==> config.mk <==
export PLATFORM = sky130hd
export DESIGN_NAME = cfgport_regs
export DESIGN_NICKNAME = d
export VERILOG_FILES = /design/src/rtl/cfgport_regs.sv
export SDC_FILE = /design/constraint.sdc
export NUM_CORES = 1
export LEC_CHECK = 0
export BUFFER_PORTS_ARGS = -buffer_cell sky130_fd_sc_hd__buf_2
export CORE_MARGIN = 1.5
export CORE_UTILIZATION = 40
export CTS_BUF_LIST = sky130_fd_sc_hd__clkbuf_2 sky130_fd_sc_hd__clkbuf_4 sky130_fd_sc_hd__clkbuf_8
export DETAILED_ROUTE_END_ITERATION = 7
export MAX_ROUTING_LAYER = met4
export PLACE_DENSITY = 0.54
export SLEW_MARGIN = 20
export SYNTH_ARGS = -nofsm -noshare
export SYNTH_HDL_FRONTEND = slang
export SYNTH_SLANG_ARGS = --single-unit
==> constraint.sdc <==
create_clock -name clk -period 7.4 [get_ports clk]
set_input_delay 0.37 -clock clk [delete_from_list [all_inputs] [get_ports clk]]
set_output_delay 0.37 -clock clk [all_outputs]
set_load 0.1 [all_outputs]
==> src/rtl/cfgport_regs.sv <==
module cfgport_regs #(
  parameter int          ADDR_W     = 8,
  parameter int          QDEPTH     = 4,
  parameter logic [31:0] UNLOCK_KEY = 32'h757B_DF0D,
  parameter logic [31:0] CTRL_RST   = 32'h4000_0000
) (
  input  logic              clk,
  input  logic              rst_n,
  input  logic              bus_wr,
  input  logic [ADDR_W-1:0] bus_addr,
  input  logic [31:0]       bus_wdata,
  output logic [31:0]       bus_rdata,
  input  logic              dma_done_evt,
  input  logic              cfg_done_evt,
  input  logic              prog_done_evt,
  input  logic [3:0]        err_evt,
  input  logic              fab_init,
  output logic              irq,
  output logic              prog_n,
  output logic              pr_en,
  output logic              port_en,
  output logic              loopback
);
  localparam int PW = (QDEPTH > 1) ? $clog2(QDEPTH) : 1;
  localparam int CW = $clog2(QDEPTH + 1);
  localparam logic [31:0] IMPL = 32'hF8F7_F87F;
  localparam logic [ADDR_W-1:0] A_CTRL  = ADDR_W'('h00);
  localparam logic [ADDR_W-1:0] A_LOCK  = ADDR_W'('h04);
  localparam logic [ADDR_W-1:0] A_ISTS  = ADDR_W'('h0C);
  localparam logic [ADDR_W-1:0] A_IMSK  = ADDR_W'('h10);
  localparam logic [ADDR_W-1:0] A_STAT  = ADDR_W'('h14);
  localparam logic [ADDR_W-1:0] A_SADR  = ADDR_W'('h18);
  localparam logic [ADDR_W-1:0] A_DADR  = ADDR_W'('h1C);
  localparam logic [ADDR_W-1:0] A_SLEN  = ADDR_W'('h20);
  localparam logic [ADDR_W-1:0] A_DLEN  = ADDR_W'('h24);
  localparam logic [ADDR_W-1:0] A_UNLK  = ADDR_W'('h34);
  localparam logic [ADDR_W-1:0] A_MISC  = ADDR_W'('h80);

  logic        unlocked;
  logic [31:0] ctrl, lockw, ists, imask, sadr, dadr, slen, dlen, misc;
  logic [QDEPTH-1:0] qflag;
  logic [PW-1:0] rp, wp;
  logic [CW-1:0] q_cnt;
  logic          bus_seen, cfg_seen;

  wire wr_ok     = bus_wr && unlocked;
  wire q_full    = (q_cnt == CW'(QDEPTH));
  wire q_empty   = (q_cnt == '0);
  wire push      = wr_ok && bus_addr == A_SLEN && !q_full;
  wire head_flag = qflag[rp];
  wire bus_n     = bus_seen | dma_done_evt;
  wire cfg_n     = cfg_seen | cfg_done_evt;
  wire pop       = !q_empty && (head_flag ? (bus_n && cfg_n) : bus_n);

  wire [31:0] set_bits = ({18'd0, pop, pop && head_flag, 12'd0})
                       | {8'd0, err_evt, 17'd0, prog_done_evt, 2'd0};
  wire [31:0] clr_bits = (wr_ok && bus_addr == A_ISTS) ? bus_wdata : 32'd0;

  function automatic logic [PW-1:0] nxt(input logic [PW-1:0] p);
    return (p == PW'(QDEPTH - 1)) ? '0 : p + 1'b1;
  endfunction

  always_ff @(posedge clk or negedge rst_n) begin
    if (!rst_n) begin
      unlocked <= 1'b0;
      ctrl  <= CTRL_RST;
      lockw <= '0;
      imask <= IMPL;
      sadr  <= '0;
      dadr  <= '0;
      slen  <= '0;
      dlen  <= '0;
      misc  <= '0;
    end else begin
      if (bus_wr && bus_addr == A_UNLK && bus_wdata == UNLOCK_KEY) unlocked <= 1'b1;
      if (wr_ok) begin
        case (bus_addr)
          A_CTRL: ctrl  <= bus_wdata;
          A_LOCK: lockw <= bus_wdata;
          A_IMSK: imask <= bus_wdata & IMPL;
          A_SADR: sadr  <= bus_wdata;
          A_DADR: dadr  <= bus_wdata;
          A_SLEN: slen  <= bus_wdata;
          A_DLEN: dlen  <= bus_wdata;
          A_MISC: misc  <= bus_wdata;
          default: ;
        endcase
      end
    end
  end

  always_ff @(posedge clk or negedge rst_n) begin
    if (!rst_n) begin
      ists <= '0;
      irq  <= 1'b0;
    end else begin
      ists <= ((ists & ~clr_bits) | set_bits) & IMPL;
      irq  <= |(ists & ~imask);
    end
  end

  always_ff @(posedge clk or negedge rst_n) begin
    if (!rst_n) begin
      qflag    <= '0;
      rp       <= '0;
      wp       <= '0;
      q_cnt    <= '0;
      bus_seen <= 1'b0;
      cfg_seen <= 1'b0;
    end else begin
      if (push) begin
        qflag[wp] <= sadr[0];
        wp        <= nxt(wp);
      end
      if (pop) begin
        rp       <= nxt(rp);
        bus_seen <= 1'b0;
        cfg_seen <= 1'b0;
      end else if (!q_empty) begin
        bus_seen <= bus_n;
        cfg_seen <= cfg_n;
      end
      q_cnt <= q_cnt + CW'(push) - CW'(pop);
    end
  end

  always_comb begin
    case (bus_addr)
      A_CTRL:  bus_rdata = ctrl;
      A_LOCK:  bus_rdata = lockw;
      A_ISTS:  bus_rdata = ists;
      A_IMSK:  bus_rdata = imask;
      A_STAT:  bus_rdata = {q_full, 26'd0, fab_init, 4'd0};
      A_SADR:  bus_rdata = sadr;
      A_DADR:  bus_rdata = dadr;
      A_SLEN:  bus_rdata = slen;
      A_DLEN:  bus_rdata = dlen;
      A_MISC:  bus_rdata = misc;
      default: bus_rdata = 32'd0;
    endcase
  end

  assign prog_n   = ctrl[30];
  assign pr_en    = ctrl[27];
  assign port_en  = ctrl[26];
  assign loopback = misc[4];
endmodule


==> summary.txt, run 1 <==
Outcome
  • Status: finished clean

STA
  • Number of max-slew violations in the final report: 0
  • Fin. Hold Viols: 0
  • RSZ-0062 raised after global routing: false
  • Crit path time final: 4290 ps
  • Worst-Margin Slew: 1110 ps
  • Fmax: 233 MHz
  • Clock skew: 25.2 ps
  • Setup TNS: 0 ps
  • Final setup violation count: 0
  • Worst rel slew slack: 0.254
  • Fin crit share: 0.580

Worst hold path
  • Hold WC Path Type: input port to flop

Global routing
  • Vias in the first global route: 9777
  • Antenna violations before repair: 3
  • GRT Total Usage: 0.247
  • Total gr overflow: 0
  • First-pass GRT wire length: 64.1 mm
  • Largest net degree at the start of global routing: 183

Worst setup path
  • R2R depth: 10
  • CP endpoint: bus_rdata[6]
  • Reg2reg setup slack: 4600 ps
  • WP data required: 7030 ps
  • CP Launch Point: bus_addr[2]
  • Worst r2r src: q_cnt[1]$_DFF_PN0_
  • Critical Path Sink Type: primary output
  • Critical Path Source Type: input port
  • Worst path arrival time: 3920 ps
  • Crit path max fanout: 48
  • Reg-to-Reg End: q_cnt[2]$_DFF_PN0_
  • CP Class: input port to primary output

Final layout
  • Area grow syn2layout: 14.5%
  • Final cell count without fillers: 1648
  • Share of layout cells above drive strength 1: 0.433
  • Fin nets: 1220
  • Antenna cell count: 0

Detailed routing
  • DR WL/cell: 25.3 um
  • Initial DRT Pass Iterations: 5
  • Total Wirelength: 41.8 mm
  • DR vias: 9496
  • Vias per cell: 5.76
  • Detailed router's first-iteration violation count: 699
  • Post-route ant nets: 0
  • Remaining DRCs: 0

CTS
  • CTS root buf: clkbuf_8
  • Clock sinks: 287
  • Num CTS Buffers: 50
  • Setup bufs post-CTS: 0
  • CTS tree: done
  • Clock latency on the worst-skew pair: 580 ps
  • Max clock buf depth: 3
  • H-Tree Depth: 2
  • Clock Pin Slew Worst Setup and Hold Paths: 50 ps

Placement
  • Placed cells: 1552
  • GP Congestion: 0.834
  • Post-DP HPWL: 26.4 mm
  • Input/output buffers: 87

Synth
  • Synth warn: 0
  • Synth Register Bits: 287
  • Ranking of synthesized cells by area: dfrtp_1, mux2_2, dfstp_2
  • EDFF count, synth: 0
  • Seq/Total Area, Yosys: 0.524
  • Cell area after synthesis: 13800 sq um
  • Primary FF master, synth: dfrtp_1
  • Syn nets: 1147
  • FFs w/ async S/R, synth: 1.00
  • Yosys top cell area share: 0.476
  • Mean Syn Cell Area: 12.7 sq um
  • Synth area leader: dfrtp_1
  • Post-Synthesis Cells: 1088
  • Unique masters post-synth: 63

Power
  • Power Dens Cells: 210 nW/um^2
  • LEAKAGE: 7.67 nW
  • Max rail drop VDD: 0.119 mV

Run
  • MaxCap Viol Count: 0

Floorplan
  • Initial cell density of the core: 0.408
  • Die Ht: 189 um
  • Die X-Extent: 189 um
  • Die footprint: 35500 sq um
  • I/O pin cnt: 88
  • Rows: 67
  • Core footprint: 33700 sq um
==> metal layers <==
| metal | wire, um | GRT usage | vias to the layer above | part of all wire |
|---|---|---|---|---|
| met1 | 19200 | 0.342 | 4959 | 0.46 |
| met4 | 1170 | 0.0733 | 0 | 0.028 |
| met2 | 18700 | 0.363 | 319 | 0.45 |
| met3 | 2700 | 0.0529 | 79 | 0.065 |
| met5 | 0 | - | - | 0 |
| li1 | - | - | 4139 | - |
==> area by class of cell <==
type,instances,area [sq um]
Inverter,32,120
Fill cell,3132,17900
Clock inverter,6,57.6
Sequential cell,287,7210
Multi-Input combinational cell,675,6080
Timing Repair Buffer,115,681
Tap cell,448,561
Clock buffer,85,1050
==> sequential cells by signal, summed over array words and instances (netlist names), 2 cells and up <==
register / count
lockw: 32
slen: 32
q_cnt: 3
misc: 32
qflag: 4
dadr: 32
sadr: 32
ists: 24
ctrl: 32
dlen: 32
rp: 2
wp: 2
imask: 24
==> worst min path at each step <==
stage,slack (ps),from,cells after the start,end
finish,30,err_evt[0],2,ists[20]$_DFF_PN0_
global route,30,err_evt[0],2,ists[20]$_DFF_PN0_
CTS,3,prog_done_evt,2,ists[2]$_DFF_PN0_
detailed placement,470,ists[2]$_DFF_PN0_,1,ists[2]$_DFF_PN0_
global placement,460,ists[2]$_DFF_PN0_,1,ists[2]$_DFF_PN0_
floorplan,70,rst_n,0,bus_seen$_DFFE_PN0P_
==> power breakdown <==
group	internal (W)	switching [W]	total [W]
sequential	0.00157	0.0000000000000654	0.00157
combinational	0.0000359	0.000121	0.000157
clock	0.000924	0.000666	0.00159
==> cell usage after synthesis (25+ instances only) <==
cell      count
buf_1        28
inv_1        32
o21ai_0      25
dfrtp_1     262
mux2_4       30
mux2_2      238
a21oi_1      32
nand2_1      33
clkbuf_1     31
nand3_1      30
mux2i_1      46
dfstp_2      25
a22oi_1      35
==> logic make-up (layout without fill, tap and decap cells) <==
logic type      after synthesis  after routing  share of synthesized area
fa+ha+maj                     8              8                    0.00782
flops                       287            287                      0.524
xor+xnor                      2              2                    0.00127
compound gates              168            168                     0.0850
mux                         320            320                      0.267
buf+inv                     126            238                     0.0411
simple gates                177            177                     0.0742
==> cells in the final DEF, fill, tap and decap left out, types with 22 or more instances in the layout <==
cell type and n:
buf_2 86, nand2_1 33, nand3_1 30, dfrtp_1 262, inv_1 32, mux2_4 30, mux2i_1 46, dfstp_2 25
mux2_2 238, buf_4 22, o21ai_0 25, a22oi_1 35, clkbuf_8 66, a21oi_1 32
==> worst max-delay path, cell delays in order <==
cell and delay (ps):
buf_2 430, buf_4 580, or4b_2 790, nor2_1 530
buf_4 340, a22oi_1 90, nand3_1 240, buf_2 470
==> timing repair <==
action,in CTS,in global routing
hold buffers,4,1
hold endpoints to repair,100,1
resized for setup,0,0
==> per-stage QoR <==
step	hold slack (ps)	setup WS, ps	cell area (sq um)	util	power (W)
after global placement	460	3220	14600	0.433	0.00175
after detailed placement	472	3150	14600	0.433	0.00175
after floorplan	74.4	3350	13800	-	0.00166
final	25.8	3110	15800	0.468	0.00332
after global routing	28.1	3000	15800	0.468	0.00343
after CTS	2.60	3150	15700	0.467	0.00335
No activity file was read; power rests on OpenSTA's default activity.
==> inputs of run 2 (changes only) <==
--- a/config.mk
+++ b/config.mk
@@ -5,13 +5,14 @@
 export SDC_FILE = /design/constraint.sdc
 export NUM_CORES = 1
 export LEC_CHECK = 0
+export ABC_AREA = 1
 export BUFFER_PORTS_ARGS = -buffer_cell sky130_fd_sc_hd__buf_2
 export CORE_MARGIN = 1.5
 export CORE_UTILIZATION = 40
 export CTS_BUF_LIST = sky130_fd_sc_hd__clkbuf_2 sky130_fd_sc_hd__clkbuf_4 sky130_fd_sc_hd__clkbuf_8
 export DETAILED_ROUTE_END_ITERATION = 7
 export MAX_ROUTING_LAYER = met4
-export PLACE_DENSITY = 0.54
+export PLACE_DENSITY = 0.57
 export SLEW_MARGIN = 20
 export SYNTH_ARGS = -nofsm -noshare
 export SYNTH_HDL_FRONTEND = slang
==> constraint.sdc (replaced) <==
create_clock -name clk -period 3.6 [get_ports clk]
set_input_delay 0.18 -clock clk [delete_from_list [all_inputs] [get_ports clk]]
set_output_delay 0.18 -clock clk [all_outputs]
set_load 0.1 [all_outputs]
==> summary.txt, run 2 <==
Global routing
  • Largest net degree at the start of global routing: 86
  • Total gr overflow: 0
  • First-pass GRT wire length: 64.5 mm
  • Antenna violations before repair: 0
  • GRT Total Usage: 0.241
  • Vias in the first global route: 11400

Power
  • Max rail drop VDD: 0.245 mV
  • Power Dens Cells: 464 nW/um^2
  • Design Power: 0.00724 W
  • Flop pwr share: 0.486
  • LEAKAGE: 7.81 nW
  • Logic gate share of total power: 0.081
  • Psw: 0.00187 W
  • Net Sw Frac: 0.259
  • Total internal power: 0.00537 W
  • Clock network power share: 0.433

STA
  • Fmax: 389 MHz
  • Setup TNS: 0 ps
  • Worst-Margin Slew: 1050 ps
  • Clock skew: 12.2 ps
  • Fin crit share: 0.714
  • Fin. Hold Viols: 0
  • RSZ-0062 raised after global routing: false
  • Worst rel slew slack: 0.298
  • Crit path time final: 2570 ps
  • Number of max-slew violations in the final report: 0
  • Final setup violation count: 0

CTS
  • H-Tree Depth: 2
  • Clock Pin Slew Worst Setup and Hold Paths: 60 ps
  • Clock sinks: 287
  • Max clock buf depth: 3
  • CTS root buf: clkbuf_8
  • Clock latency on the worst-skew pair: 580 ps
  • CTS tree: done
  • Num CTS Buffers: 50

Synth
  • Primary FF master, synth: dfrtp_1
  • Syn nets: 1753
  • Cell area after synthesis: 13500 sq um
  • Area share of fa/ha/maj cells after synthesis: 0.00795
  • Synth Register Bits: 287
  • Fraction of the mapped netlist area in simple logic gates: 0.272
  • Post-Synthesis Cells: 1694
  • Post-Synth XOR/XNOR Area: 0.00129
  • Unique masters post-synth: 33
  • Ranking of synthesized cells by area: dfrtp_1, nand2_1, nand3_1
  • Yosys top cell area share: 0.485
  • Mean Syn Cell Area: 7.99 sq um
  • EDFF count, synth: 0
  • Combinational family with the most area after synthesis: simple AND/OR/NAND/NOR gates
  • Most frequent cells after synthesis: nand2_1, dfrtp_1, nand3_1, o21ai_0, inv_1
  • Cell with the most instances after synthesis: nand2_1
  • Synth Area in Compound Gates: 0.109
  • Synth area leader: dfrtp_1
  • Post-synthesis mux area share: 0
  • FFs w/ async S/R, synth: 1.00
  • Synth warn: 0
  • Seq/Total Area, Yosys: 0.533

Floorplan
  • I/O pin cnt: 88
  • Die Ht: 187 um
  • Initial cell density of the core: 0.404
  • Die X-Extent: 187 um
  • Die footprint: 34900 sq um
  • Core footprint: 33400 sq um
  • Rows: 67

Worst setup path
  • CP Class: flop to flop
  • Crit path max fanout: 10
  • Worst r2r src: q_cnt[1]$_DFF_PN0_
  • Worst path arrival time: 3040 ps
  • Critical Path Sink Type: flop
  • WP data required: 4060 ps
  • Reg-to-Reg End: q_cnt[2]$_DFF_PN0_
  • R2R depth: 12
  • CP endpoint: q_cnt[2]$_DFF_PN0_
  • Reg2reg setup slack: 1030 ps
  • CP Launch Point: q_cnt[1]$_DFF_PN0_
  • Critical Path Source Type: flop

Detailed routing
  • DR vias: 11500
  • Total Wirelength: 39.9 mm
  • Initial DRT Pass Iterations: 6
  • Remaining DRCs: 0
  • Vias per cell: 5.07
  • DR WL/cell: 17.5 um
  • Post-route ant nets: 0
  • Detailed router's first-iteration violation count: 884

Outcome
  • Status: finished clean

Placement
  • Input/output buffers: 87
  • GP Congestion: 0.782
  • Post-DP HPWL: 23.9 mm

Final layout
  • Antenna cell count: 0
  • Area grow syn2layout: 15.3%
  • Finished Core Util: 0.466
  • Fin nets: 1847
  • Share of layout cells above drive strength 1: 0.148
  • Commonest non-fill, non-tap cell in the layout: nand2_1
  • Commonest non-fill, non-tap cells in the layout: nand2_1, dfrtp_1, nand3_1, o21ai_0, inv_1

Worst hold path
  • Hold WC Path Type: input port to flop
  • Min-delay src: bus_addr[6]

Run
  • MaxCap Viol Count: 0
## run 2: worst min-delay path by stage
stage | to | slack, ps | cells after the start
2_1_floorplan | bus_seen$_DFFE_PN0P_ | -120 | 0
3_3_place_gp | misc[8]$_DFFE_PN0P_ | 140 | 1
3_5_place_dp | misc[8]$_DFFE_PN0P_ | 140 | 1
4_1_cts | slen[18]$_DFFE_PN0P_ | 2 | 3
5_1_grt | slen[18]$_DFFE_PN0P_ | 40 | 3
6_report | unlocked$_DFFE_PN0P_ | 30 | 6
## run 2: final cells by class
cell class,count,area [sq um]
Clock buffer,83,1010
Clock inverter,9,53.8
Fill cell,3393,17900
Inverter,152,571
Multi-Input combinational cell,1163,5290
Sequential cell,287,7210
Tap cell,448,561
Timing Repair Buffer,134,896
## run 2: what timing repair did
action / 4_1_cts / 5_1_grt
endpoints found under the hold margin: 183 / 0
buffers inserted: 0 / 0
resized for setup: 0 / 0
hold buffers: 19 / 0
## run 2: critical path, cell delays in order, from the launching register on
cell,delay (ps)
dfrtp_1,410
inv_1,100
nand2_1,50
nor2_1,250
clkinv_1,310
nand2_2,180
ha_1,240
inv_1,50
ha_1,120
inv_1,50
fa_1,400
xnor2_1,140
xor2_1,140
## run 2: layer usage
layer / up-vias / GRT usage / part of all wire
li1: 5630 / - / -
met1: 5528 / 0.328 / 0.47
met2: 317 / 0.378 / 0.46
met3: 64 / 0.0338 / 0.048
met4: 0 / 0.0654 / 0.021
met5: - / - / 0
## run 2: power by group through the flow
stage / logic (W) / clock network (W) / registers (W)
final: 0.000589 / 0.00313 / 0.00352
after global placement: 0.000563 / 0 / 0.00357
after detailed placement: 0.000580 / 0 / 0.00357
after floorplan: 0.000341 / 0 / 0.00356
after CTS: 0.000597 / 0.00321 / 0.00352
after global routing: 0.000678 / 0.00335 / 0.00354
## run 2: cells by family (layout without fill, tap and decap cells)
family | Yosys count | after routing
flops | 287 | 287
fa+ha+maj | 8 | 8
buf+inv | 244 | 378
compound gates | 289 | 289
simple gates | 864 | 864
xor+xnor | 2 | 2
## run 2: stage by stage
step	setup slack, ps	instance area, sq um	cells	hold WS (ps)
global placement	972	14300	2165	138
CTS	997	15600	2276	2.01
global route	801	15600	2276	41.5
finish	1030	15600	2276	26.4
floorplan	1360	13500	1694	-116
detailed placement	938	14300	2165	143
==> inputs of run 3 (changes only) <==
--- a/config.mk
+++ b/config.mk
@@ -5,7 +5,7 @@
 export SDC_FILE = /design/constraint.sdc
 export NUM_CORES = 1
 export LEC_CHECK = 0
-export ABC_AREA = 1
+export ABC_AREA = 0
 export BUFFER_PORTS_ARGS = -buffer_cell sky130_fd_sc_hd__buf_2
 export CORE_MARGIN = 1.5
 export CORE_UTILIZATION = 40
==> constraint.sdc (replaced) <==
create_clock -name clk -period 2.27 [get_ports clk]
set_input_delay 0.1135 -clock clk [delete_from_list [all_inputs] [get_ports clk]]
set_output_delay 0.1135 -clock clk [all_outputs]
set_load 0.1 [all_outputs]
==> summary.txt, run 3 (same netlist as run 1, synthesis figures left out) <==
Outcome
  • Status: finished with violations
  • Failing checks: negative setup slack

Run
  • MaxCap Viol Count: 0

Global routing
  • First-pass GRT wire length: 66.1 mm
  • Largest net degree at the start of global routing: 74
  • Total gr overflow: 0
  • GRT Total Usage: 0.255
  • Vias in the first global route: 10500
  • Antenna violations before repair: 2

Final layout
  • Commonest non-fill, non-tap cells in the layout: dfrtp_1, mux2_2, buf_4, clkbuf_8, buf_2
  • Area grow syn2layout: 29.3%
  • Fin area: 17800 sq um
  • Commonest non-fill, non-tap cell in the layout: dfrtp_1
  • Share of layout cells above drive strength 1: 0.487
  • Fin nets: 1356
  • Filler cells: 2966
  • Final cell count without fillers: 1788

Worst setup path
  • Reg-to-Reg End: q_cnt[2]$_DFF_PN0_
  • R2R depth: 10
  • Largest stage delay, worst path: 540 ps
  • Worst path arrival time: 2780 ps
  • Critical path's slowest cell: mux4_2
  • Crit path max fanout: 2
  • CP Cell Sequence: mux4_2 -> nand2b_1 -> and2_4 -> ha_4 -> inv_2 -> ha_4 -> inv_2 -> fa_2 -> xnor2_2 -> xnor2_1
  • Crit. path cell count: 10
  • Buffer and inverter count on the worst path: 2
  • Critical Path Source Type: flop
  • CP Class: flop to flop
  • Critical Path Sink Type: flop
  • WP data required: 2740 ps
  • Reg2reg setup slack: -40 ps
  • Worst r2r src: rp[0]$_DFFE_PN0P_
  • Crit path max-delay family: adder cells
  • CP Launch Point: rp[0]$_DFFE_PN0P_

Placement
  • Pre-CTS setup slack: -210 ps
  • Cell Area, Placed: 16200 sq um
  • GP Congestion: 0.829
  • Placed cells: 1645
  • Input/output buffers: 87
  • Post-DP HPWL: 29.0 mm

Worst hold path
  • Min-delay src: bus_wdata[20]
  • WHS Endpoint: lockw[20]$_DFFE_PN0P_
  • Hold WC Path Type: input port to flop
  • Hold Crit Depth: 2

Power
  • Logic gate share of total power: 0.060
  • LEAKAGE: 8.56 nW
  • Flop pwr share: 0.476
  • Psw: 0.00263 W
  • Power Dens Cells: 605 nW/um^2
  • Max rail drop VDD: 0.443 mV
  • Total internal power: 0.00814 W
  • Clock network power share: 0.465
  • Net Sw Frac: 0.244

STA
  • Worst-Margin Slew: 631 ps
  • Fmax: 434 MHz
  • RSZ-0062 raised after global routing: true
  • Hold WS: 37.2 ps
  • Final setup margin: -35.4 ps
  • Clock skew: 11.9 ps
  • Fin crit share: 1.02
  • Number of max-slew violations in the final report: 0
  • Final setup violation count: 1
  • Worst rel slew slack: 0.580
  • Fin. Hold Viols: 0
  • Crit path time final: 2310 ps

Floorplan
  • Rows: 67
  • Die Ht: 189 um
  • Initial cell density of the core: 0.408
  • I/O pin cnt: 88
  • Die X-Extent: 189 um
  • Core footprint: 33700 sq um
  • Die footprint: 35500 sq um

Detailed routing
  • Detailed router's first-iteration violation count: 660
  • DR WL/cell: 24.1 um
  • Post-route ant nets: 0
  • Initial DRT Pass Iterations: 5
  • Remaining DRCs: 0
  • Vias per cell: 5.62
  • DR vias: 10100
  • Total Wirelength: 43.1 mm

CTS
  • H-Tree Depth: 2
  • Clock latency on the worst-skew pair: 600 ps
  • CTS tree: done
  • Num CTS Buffers: 50
  • CTS root buf: clkbuf_8
  • Clock sinks: 287
  • Clock Pin Slew Worst Setup and Hold Paths: 60 ps
  • Max clock buf depth: 3
[run 3: worst max path at each step]
| stage | slack, ps | to |
|---|---|---|
| finish | -40 | q_cnt[2]$_DFF_PN0_ |
| global route | -120 | q_cnt[2]$_DFF_PN0_ |
| floorplan | -290 | bus_rdata[14] |
| CTS | -30 | q_cnt[2]$_DFF_PN0_ |
| detailed placement | -210 | q_cnt[2]$_DFF_PN0_ |
| global placement | -180 | q_cnt[2]$_DFF_PN0_ |
[run 3: worst register-to-register path: stages, from the launching register on]
cell      delay [ps]
dfrtp_1          380
mux4_2           540
nand2b_1         110
and2_4           160
ha_4             200
inv_2             60
ha_4             120
inv_2             30
fa_2             340
xnor2_2          140
xnor2_1          120
[run 3: power by group through the flow]
stage	logic (W)	clock network (W)	registers, W
detailed placement	0.000585	0	0.00521
CTS	0.000643	0.00510	0.00512
global placement	0.000584	0	0.00521
global route	0.000689	0.00534	0.00512
finish	0.000642	0.00500	0.00512
floorplan	0.000213	0	0.00521
[run 3: stage by stage]
step / TNS (ps) / power, W / util
detailed placement: -6000 / 0.00579 / 0.480
CTS: -29.7 / 0.0109 / 0.527
finish: -35.4 / 0.0108 / 0.528
global route: -203 / 0.0111 / 0.528
floorplan: -1090 / 0.00542 / -
global placement: -5260 / 0.00579 / 0.480
[run 3: repair_timing]
action	CTS	global route
setup buffers	0	2
hold buffers	46	0
pin swaps	1	5
endpoints found under the setup margin	11	11
resized for setup	15	7
hold endpoints to repair	479	0
[run 3: layer usage]
metal / vias up / GRT usage / part of all wire
li1: 4429 / - / -
met5: - / - / 0
met3: 72 / 0.0460 / 0.062
met4: 0 / 0.0803 / 0.027
met1: 5226 / 0.348 / 0.45
met2: 327 / 0.387 / 0.46
[run 3: layout make-up]
class,instances,area (sq um),area share
sequential,287,7210,0.405
inverter,32,120,0.00675
antenna,2,5.00,0.000281
clock buffer,83,1000,0.0565
timing repair buffer,251,2550,0.143
tap,448,561,0.0315
multi-input combinational,675,6280,0.353
clock inverter,10,57.6,0.00323
